$ cat config.mk
export PLATFORM = sky130hd
export DESIGN_NAME = bank_regfile
export DESIGN_NICKNAME = d
export VERILOG_FILES = /design/src/rtl/bank_rf_pkg.sv /design/src/rtl/bank_rf_map.sv /design/src/rtl/bank_rf_gpr.sv /design/src/rtl/bank_rf_psr.sv /design/src/rtl/bank_regfile.sv
export SDC_FILE = /design/constraint.sdc
export NUM_CORES = 2
export LEC_CHECK = 0
export BUFFER_PORTS_ARGS = -buffer_cell sky130_fd_sc_hd__buf_2
export CAP_MARGIN = 10
export CORE_MARGIN = 1
export CORE_UTILIZATION = 25
export CTS_BUF_LIST = sky130_fd_sc_hd__clkbuf_16
export CTS_CLUSTER_SIZE = 12
export DETAILED_ROUTE_END_ITERATION = 10
export PLACE_DENSITY_LB_ADDON = 0.15
export SYNTH_ARGS = -nofsm -noshare
export SYNTH_HDL_FRONTEND = slang
export SYNTH_SLANG_ARGS = --single-unit
$ cat constraint.sdc
create_clock -name clk_i -period 4.9 [get_ports clk_i]
set_input_delay 0.735 -clock clk_i [delete_from_list [all_inputs] [get_ports clk_i]]
set_output_delay 0.735 -clock clk_i [all_outputs]
set_load 0.01 [all_outputs]
$ cat src/rtl/bank_rf_pkg.sv
package bank_rf_pkg;
  localparam int NUM_ARCH   = 16;
  localparam int NUM_PHYS   = 31;
  localparam int NUM_SAVED  = 5;
  localparam int PHYS_W     = $clog2(NUM_PHYS);
  localparam int SLOT_W     = $clog2(NUM_SAVED);
  localparam int FIQ_BASE   = 16;

  typedef enum logic [4:0] {
    MODE_USR = 5'b10000,
    MODE_FIQ = 5'b10001,
    MODE_IRQ = 5'b10010,
    MODE_SVC = 5'b10011,
    MODE_ABT = 5'b10111,
    MODE_UND = 5'b11011,
    MODE_SYS = 5'b11111
  } mode_e;

  typedef enum logic [2:0] {
    BANK_USR = 3'd0,
    BANK_FIQ = 3'd1,
    BANK_IRQ = 3'd2,
    BANK_SVC = 3'd3,
    BANK_ABT = 3'd4,
    BANK_UND = 3'd5
  } bank_e;

  // System and unknown codes bank as User
  function automatic bank_e mode_to_bank(input logic [4:0] m);
    case (m)
      MODE_FIQ: return BANK_FIQ;
      MODE_IRQ: return BANK_IRQ;
      MODE_SVC: return BANK_SVC;
      MODE_ABT: return BANK_ABT;
      MODE_UND: return BANK_UND;
      default:  return BANK_USR;
    endcase
  endfunction

  function automatic logic [PHYS_W-1:0] shadow_base(input bank_e b);
    case (b)
      BANK_IRQ: return PHYS_W'(23);
      BANK_SVC: return PHYS_W'(25);
      BANK_ABT: return PHYS_W'(27);
      default:  return PHYS_W'(29);
    endcase
  endfunction
endpackage

$ cat src/rtl/bank_rf_map.sv
module bank_rf_map
  import bank_rf_pkg::*;
(
  input  bank_e             bank_i,
  input  logic [3:0]        idx_i,
  output logic [PHYS_W-1:0] phys_o
);
  always_comb begin
    phys_o = PHYS_W'(idx_i);
    if (bank_i == BANK_FIQ && idx_i >= 4'd8 && idx_i <= 4'd14) begin
      phys_o = PHYS_W'(FIQ_BASE) + PHYS_W'(idx_i - 4'd8);
    end else if (bank_i != BANK_USR && bank_i != BANK_FIQ &&
                 (idx_i == 4'd13 || idx_i == 4'd14)) begin
      phys_o = shadow_base(bank_i) + PHYS_W'(~idx_i[0]);
    end
  end

  always_comb begin
    assert_phys_range_R5: assert (int'(phys_o) < NUM_PHYS)
      else $error("physical index out of range");
    assert_shared_low_R4: assert (idx_i >= 4'd8 || phys_o == PHYS_W'(idx_i))
      else $error("low index not shared");
    assert_shared_pc_R4: assert (idx_i != 4'd15 || phys_o == PHYS_W'(15))
      else $error("pc not shared");
  end
endmodule

$ cat src/rtl/bank_rf_gpr.sv
module bank_rf_gpr
  import bank_rf_pkg::*;
#(
  parameter int DATA_W = 32,
  parameter int NREG   = NUM_PHYS,
  parameter int NRD    = 2,
  localparam int AW    = $clog2(NREG)
) (
  input  logic                      clk_i,
  input  logic                      rst_ni,
  input  logic [NRD-1:0][AW-1:0]    rd_addr_i,
  output logic [NRD-1:0][DATA_W-1:0] rd_data_o,
  input  logic                      wr_a_en_i,
  input  logic [AW-1:0]             wr_a_addr_i,
  input  logic [DATA_W-1:0]         wr_a_data_i,
  input  logic                      wr_b_en_i,   // priority port
  input  logic [AW-1:0]             wr_b_addr_i,
  input  logic [DATA_W-1:0]         wr_b_data_i
);
  logic [NREG-1:0][DATA_W-1:0] regs_q;

  for (genvar r = 0; r < NREG; r++) begin : g_reg
    always_ff @(posedge clk_i or negedge rst_ni) begin
      if (!rst_ni) begin
        regs_q[r] <= '0;
      end else if (wr_b_en_i && wr_b_addr_i == AW'(r)) begin
        regs_q[r] <= wr_b_data_i;
      end else if (wr_a_en_i && wr_a_addr_i == AW'(r)) begin
        regs_q[r] <= wr_a_data_i;
      end
    end
  end

  for (genvar p = 0; p < NRD; p++) begin : g_rd
    assign rd_data_o[p] = regs_q[rd_addr_i[p]];
  end

  assert_prio_write_R9: assert property (@(posedge clk_i) disable iff (!rst_ni)
    wr_b_en_i |=> regs_q[$past(wr_b_addr_i)] == $past(wr_b_data_i))
    else $error("priority write lost");

  assert_plain_write_R2: assert property (@(posedge clk_i) disable iff (!rst_ni)
    (wr_a_en_i && !(wr_b_en_i && wr_b_addr_i == wr_a_addr_i))
      |=> regs_q[$past(wr_a_addr_i)] == $past(wr_a_data_i))
    else $error("write not committed");
endmodule

$ cat src/rtl/bank_rf_psr.sv
module bank_rf_psr
  import bank_rf_pkg::*;
#(
  parameter int          DATA_W     = 32,
  parameter logic [4:0]  RESET_MODE = MODE_SVC,
  localparam int         NFIELD     = DATA_W / 8
) (
  input  logic                clk_i,
  input  logic                rst_ni,
  input  logic                wr_en_i,
  input  logic                sel_saved_i,
  input  logic [NFIELD-1:0]   mask_i,
  input  logic [DATA_W-1:0]   wr_data_i,
  input  logic                cur_slot_vld_i,
  input  logic [SLOT_W-1:0]   cur_slot_i,
  input  logic                exc_i,
  input  logic [SLOT_W-1:0]   exc_slot_i,
  input  logic [4:0]          exc_mode_i,
  output logic [DATA_W-1:0]   cpsr_o,
  output logic [DATA_W-1:0]   spsr_o
);
  logic [DATA_W-1:0]                 cpsr_q;
  logic [NUM_SAVED-1:0][DATA_W-1:0]  saved_q;
  logic [DATA_W-1:0]                 merged_cur, merged_saved;

  function automatic logic [DATA_W-1:0] merge_fields(
    input logic [DATA_W-1:0] old_v, input logic [DATA_W-1:0] new_v,
    input logic [NFIELD-1:0] m);
    logic [DATA_W-1:0] res;
    res = old_v;
    for (int k = 0; k < NFIELD; k++) begin
      if (m[k]) res[8*k +: 8] = new_v[8*k +: 8];
    end
    return res;
  endfunction

  assign merged_cur   = merge_fields(cpsr_q, wr_data_i, mask_i);
  assign merged_saved = merge_fields(saved_q[cur_slot_i], wr_data_i, mask_i);

  always_ff @(posedge clk_i or negedge rst_ni) begin
    if (!rst_ni) begin
      cpsr_q  <= DATA_W'(RESET_MODE);
      saved_q <= '0;
    end else if (exc_i) begin
      cpsr_q[4:0]         <= exc_mode_i;
      saved_q[exc_slot_i] <= cpsr_q;
    end else if (wr_en_i) begin
      if (!sel_saved_i)         cpsr_q              <= merged_cur;
      else if (cur_slot_vld_i)  saved_q[cur_slot_i] <= merged_saved;
    end
  end

  assign cpsr_o = cpsr_q;
  assign spsr_o = cur_slot_vld_i ? saved_q[cur_slot_i] : '0;

  assert_exc_mode_R9: assert property (@(posedge clk_i) disable iff (!rst_ni)
    exc_i |=> cpsr_q[4:0] == $past(exc_mode_i))
    else $error("mode not switched on exception");

  assert_exc_save_R9: assert property (@(posedge clk_i) disable iff (!rst_ni)
    exc_i |=> saved_q[$past(exc_slot_i)] == $past(cpsr_q))
    else $error("status not saved on exception");

  assert_zero_mask_R7: assert property (@(posedge clk_i) disable iff (!rst_ni)
    (wr_en_i && mask_i == '0 && !exc_i) |=> ($stable(cpsr_q) && $stable(saved_q)))
    else $error("zero mask changed status");

  assert_no_saved_R8: assert property (@(posedge clk_i) disable iff (!rst_ni)
    (wr_en_i && sel_saved_i && !cur_slot_vld_i && !exc_i) |=> $stable(saved_q))
    else $error("saved status written without a slot");

  assert_top_byte_R7: assert property (@(posedge clk_i) disable iff (!rst_ni)
    (wr_en_i && !sel_saved_i && !exc_i && mask_i[NFIELD-1])
      |=> cpsr_q[DATA_W-1 -: 8] == $past(wr_data_i[DATA_W-1 -: 8]))
    else $error("flags byte not written");
endmodule

$ cat src/rtl/bank_regfile.sv
module bank_regfile
  import bank_rf_pkg::*;
#(
  parameter int         DATA_W     = 32,
  parameter logic [4:0] RESET_MODE = MODE_SVC,
  localparam int        NFIELD     = DATA_W / 8
) (
  input  logic              clk_i,
  input  logic              rst_ni,
  input  logic [3:0]        rd_a_idx_i,
  output logic [DATA_W-1:0] rd_a_data_o,
  input  logic [3:0]        rd_b_idx_i,
  output logic [DATA_W-1:0] rd_b_data_o,
  input  logic              wr_en_i,
  input  logic [3:0]        wr_idx_i,
  input  logic [DATA_W-1:0] wr_data_i,
  input  logic              psr_wr_en_i,
  input  logic              psr_sel_saved_i,
  input  logic [NFIELD-1:0] psr_mask_i,
  input  logic [DATA_W-1:0] psr_wr_data_i,
  input  logic              exc_en_i,
  input  logic [4:0]        exc_mode_i,
  input  logic [DATA_W-1:0] exc_ret_addr_i,
  output logic [DATA_W-1:0] cpsr_o,
  output logic [DATA_W-1:0] spsr_o
);
  localparam int NPORT = 3;  // read A, read B, write

  logic [DATA_W-1:0]              cpsr;
  bank_e                          cur_bank, exc_bank;
  logic                           exc_ok;
  logic [SLOT_W-1:0]              cur_slot, exc_slot;
  logic [NPORT-1:0][3:0]          port_idx;
  logic [NPORT-1:0][PHYS_W-1:0]   port_phys;
  logic [PHYS_W-1:0]              lr_phys;
  logic [1:0][PHYS_W-1:0]         rd_addr;
  logic [1:0][DATA_W-1:0]         rd_data;

  assign cur_bank = mode_to_bank(cpsr[4:0]);
  assign exc_bank = mode_to_bank(exc_mode_i);
  assign exc_ok   = exc_en_i && exc_bank != BANK_USR;
  assign cur_slot = SLOT_W'(cur_bank) - SLOT_W'(1);
  assign exc_slot = SLOT_W'(exc_bank) - SLOT_W'(1);

  assign port_idx = {wr_idx_i, rd_b_idx_i, rd_a_idx_i};

  for (genvar p = 0; p < NPORT; p++) begin : g_map
    bank_rf_map i_map (
      .bank_i (cur_bank),
      .idx_i  (port_idx[p]),
      .phys_o (port_phys[p])
    );
  end

  bank_rf_map i_map_lr (
    .bank_i (exc_bank),
    .idx_i  (4'd14),
    .phys_o (lr_phys)
  );

  assign rd_addr = {port_phys[1], port_phys[0]};

  bank_rf_gpr #(.DATA_W(DATA_W), .NREG(NUM_PHYS), .NRD(2)) i_gpr (
    .clk_i       (clk_i),
    .rst_ni      (rst_ni),
    .rd_addr_i   (rd_addr),
    .rd_data_o   (rd_data),
    .wr_a_en_i   (wr_en_i),
    .wr_a_addr_i (port_phys[2]),
    .wr_a_data_i (wr_data_i),
    .wr_b_en_i   (exc_ok),
    .wr_b_addr_i (lr_phys),
    .wr_b_data_i (exc_ret_addr_i)
  );

  assign rd_a_data_o = rd_data[0];
  assign rd_b_data_o = rd_data[1];

  bank_rf_psr #(.DATA_W(DATA_W), .RESET_MODE(RESET_MODE)) i_psr (
    .clk_i          (clk_i),
    .rst_ni         (rst_ni),
    .wr_en_i        (psr_wr_en_i),
    .sel_saved_i    (psr_sel_saved_i),
    .mask_i         (psr_mask_i),
    .wr_data_i      (psr_wr_data_i),
    .cur_slot_vld_i (cur_bank != BANK_USR),
    .cur_slot_i     (cur_slot),
    .exc_i          (exc_ok),
    .exc_slot_i     (exc_slot),
    .exc_mode_i     (exc_mode_i),
    .cpsr_o         (cpsr),
    .spsr_o         (spsr_o)
  );

  assign cpsr_o = cpsr;

  assert_bad_exc_R10: assert property (@(posedge clk_i) disable iff (!rst_ni)
    (exc_en_i && !exc_ok && !psr_wr_en_i) |=> $stable(cpsr_o))
    else $error("invalid exception target changed status");

  assert_lr_load_R9: assert property (@(posedge clk_i) disable iff (!rst_ni)
    exc_ok |=> (cpsr_o[4:0] == $past(exc_mode_i)))
    else $error("exception mode not visible");

  assert_user_saved_R8: assert property (@(posedge clk_i) disable iff (!rst_ni)
    (cpsr_o[4:0] == MODE_USR || cpsr_o[4:0] == MODE_SYS) |-> spsr_o == '0)
    else $error("saved status visible in user/system");
endmodule

==> impl_metrics.yaml <==
run_status:
  status: "complete, but fails checks"
  violations: "negative setup slack"
power_and_ir_drop:
  cellLeakagePower_nw: 35.5
  ir_drop_v: 0.000380
  powerDensity_mw_per_mm2: 428
  p_total_mw: 35.4
synth:
  ys_ff_latch: 1184
  ys_top_cells_by_count: "1181 x dfrtp_1, 942 x nand2_1, 774 x mux2_2"
  ys_seq_area_share_pct: 45.3
  post-synth-top-count-cell: "dfrtp_1"
  ys.warnings.count: 0
  synth.area.top_cells: "dfrtp_1 45%, mux2_2 13%, mux4_2 8.9%"
  yosysTopAreaCell: "dfrtp_1"
  synth_fp_nets: 6272
  netlist_area_mm2: 0.0654
  synth_edf_count: 0
  synth.distinct_cells: 72
  synth_top_flop_cell: "dfrtp_1"
  synth_area_per_cell_um2: 10.7
  synth_top_area_share_pct: 45.2
  synthCells: 6135
  async_flop_share_pct: 100
timing:
  hold_violations: 0
  setup_ws_ns: -0.496
  rsz0062_at_grt: "yes"
  finalCritPeriodShare_pct: 110
  max_slew_margin_pct: 27.4
  report.final.slew_viol_count: 0
  fin_skew_ns: 0.0719
  setup_viol: 64
  max_freq_ghz: 0.185
  period_needed_ns: 5.40
  tightest_slew_ns: 1.09
setup_path:
  endpoint_kind: "output pin"
  start_kind: "register"
  critPathTopFamily: "simple AND/OR/NAND/NOR gates"
  path_common_cell: "buf_6"
  crit_fanout: 10
  arrival_ns: 4.66
  worstPathCellList: "nand2_1 -> or3_4 -> buf_6 -> ha_4 -> or2_4 -> o31a_1 -> o221ai_2 -> and2_4 -> buf_6 -> buf_16 -> buf_16 -> mux4_2 -> a22o_1 -> a221oi_2 -> nand3_2 -> buf_6"
  crit_path_max_incr_delay_ns: 0.55
  cp.required_ns: 4.16
  crit_buf_inv: 5
  worstSetupPathType: "register to output pin"
  slowest_stage: "dfstp_2"
detailed_routing:
  wire_per_inst_um: 30.7
  vias_per_cell: 5.40
  drtPass1Iterations: 7
  vias: 54100
  initialDrtViolationCount: 5104
  drc: 0
  routed_wl_um: 307000
  ant_nets: 0
floorplanning:
  die-area_mm2: 0.263
  die_h_um: 513
  ios: 251
  num_rows: 187
  die_width_um: 513
  start_util_pct: 25.2
  core_mm2: 0.260
grt:
  grt_overflow: 0
  grt_pass1_wl_um: 433000
  grt_pass1_vias: 54200
  grt_max_degree: 125
  grt.total_usage_pct: 22.8
  antenna_found_initial: 43
cells_and_area:
  final_area_mm2: 0.0827
  drive_gt1_share_pct: 34.6
  syn2layout_area_growth_pct: 26.6
  nNetsFinal: 6620
clock_tree:
  path_clk_slew_ns: 0.06
  h-tree-depth: 4
  clkLatencyLatePin_ns: 0.83
  cts_root_buf: "clkbuf_16"
  cts_buffers: 153
  cts_sinks: 1184
  clockBufferDepth: 3
  cts_tree: "done"
place:
  port_buffers: 250
  place_area_mm2: 0.0737
  gp_congestion: 0.826
  dp_hpwl_um: 185000
hold_path:
  hold_class: "input port to register"
job:
  drv_cap: 0
## through the flow
step	cells	setup TNS, ns	util [%]	setup slack [ns]	hold WS, ns
after global routing	10000	-33.66	31.8	-0.615	0.146
after detailed placement	9588	-0.0599	28.4	-0.0599	0.469
after CTS	9960	-28.27	31.3	-0.532	0.114
after floorplan	6135	0	-	0.00109	0.439
final	10000	-23.49	31.9	-0.496	0.180
after global placement	9588	-0.198	28.4	-0.0925	0.460
## cells in the final DEF, fill, tap and decap left out, drive strengths merged, types with 156 or more instances in the layout
cell	Yosys	final
dfrtp	1181	1181
nand2	943	943
mux2	804	804
buf	174	758
nor2	389	389
mux2i	385	385
a21oi	363	363
nand3	296	296
mux4	257	257
o21ai	234	234
clkbuf	410	169
a22oi	156	156
## layout make-up
class,instances,area [um^2]
Sequential cell,1184,29600
Antenna cell,11,27.5
Tap cell,3402,4260
Multi-Input combinational cell,4316,35000
Fill cell,26500,177000
Clock buffer,157,3930
Timing Repair Buffer,777,8660
Clock inverter,127,1010
Inverter,51,201
## worst register-to-register path, stage by stage, from the launching register on
cell     delay, ns
dfstp_2       0.55
nand2_1       0.06
or3_4         0.37
buf_6         0.14
inv_6         0.05
ha_4          0.15
a21oi_4       0.07
buf_6         0.13
buf_4         0.12
buf_4         0.12
buf_4         0.12
ha_1          0.18
nor3_1        0.22
o31a_1        0.32
nor2b_1       0.68
nand2_4       0.55
buf_12        0.38
mux2_2        0.29
## sequential cells by signal (all words and copies together) (netlist names)
signal and count:
i_gpr.regs_q 992, i_psr.cpsr_o 32, i_psr.saved_q 160
## power breakdown
group          internal, mW  switching, mW  total (mW)
registers              12.2           2.10        14.3
clock network          6.50           4.81        11.3
logic                  4.87           4.90        9.78
## layer usage
metal / routed length (um) / vias up / track usage, %
li1: - / 23100 / -
met1: 138000 / 28400 / 31.8
met2: 140000 / 2085 / 35.8
met3: 19500 / 498 / 3.89
met4: 9910 / 22 / 6.72
met5: 151 / - / 0
## path summary, 6_finish.rpt
| path | from | to | slack [ns] | cells after the start |
|---|---|---|---|---|
| min | psr_wr_data_i[7] | i_psr.cpsr_o[7]$_DFFE_PN0P_ | 0.18 | 2 |
| min in group asynchronous | rst_ni | i_gpr.regs_q[207]$_DFFE_PN0P_ | 0.61 | 2 |
| max in group asynchronous | rst_ni | i_gpr.regs_q[966]$_DFFE_PN0P_ | 2.93 | 4 |
| max reg2reg | i_psr.cpsr_o[1]$_DFFE_PN1P_ | i_gpr.regs_q[661]$_DFFE_PN0P_ | 0.29 | 17 |
| min reg2reg | i_psr.saved_q[1]$_DFFE_PN0P_ | i_psr.saved_q[1]$_DFFE_PN0P_ | 0.48 | 2 |
| max | i_psr.cpsr_o[1]$_DFFE_PN1P_ | rd_b_data_o[31] | -0.50 | 16 |
## timing repair
item / CTS / global route
gates cloned: 33 / 12
buffers inserted: 57 / 52
hold buffers: 1 / 0
setup endpoints to repair: 64 / 64
resized for setup: 252 / 154
pin swaps: 117 / 121
endpoints found under the hold margin: 23 / 0
## cells by family (layout without fill, tap and decap cells)
family,count (synthesis),in the layout,synth area share [%]
AOI/OAI and AO/OA,1075,1075,10.4
xor gates and xnor gates,8,8,0.130
adders and majority gates,14,14,0.268
buffers and inverters,635,1112,3.90
DFF,1184,1184,45.3
muxes,1446,1446,28.6
other,0,11,0
and+or+nand+nor,1773,1773,11.4
(Power assumes the default switching activity.)
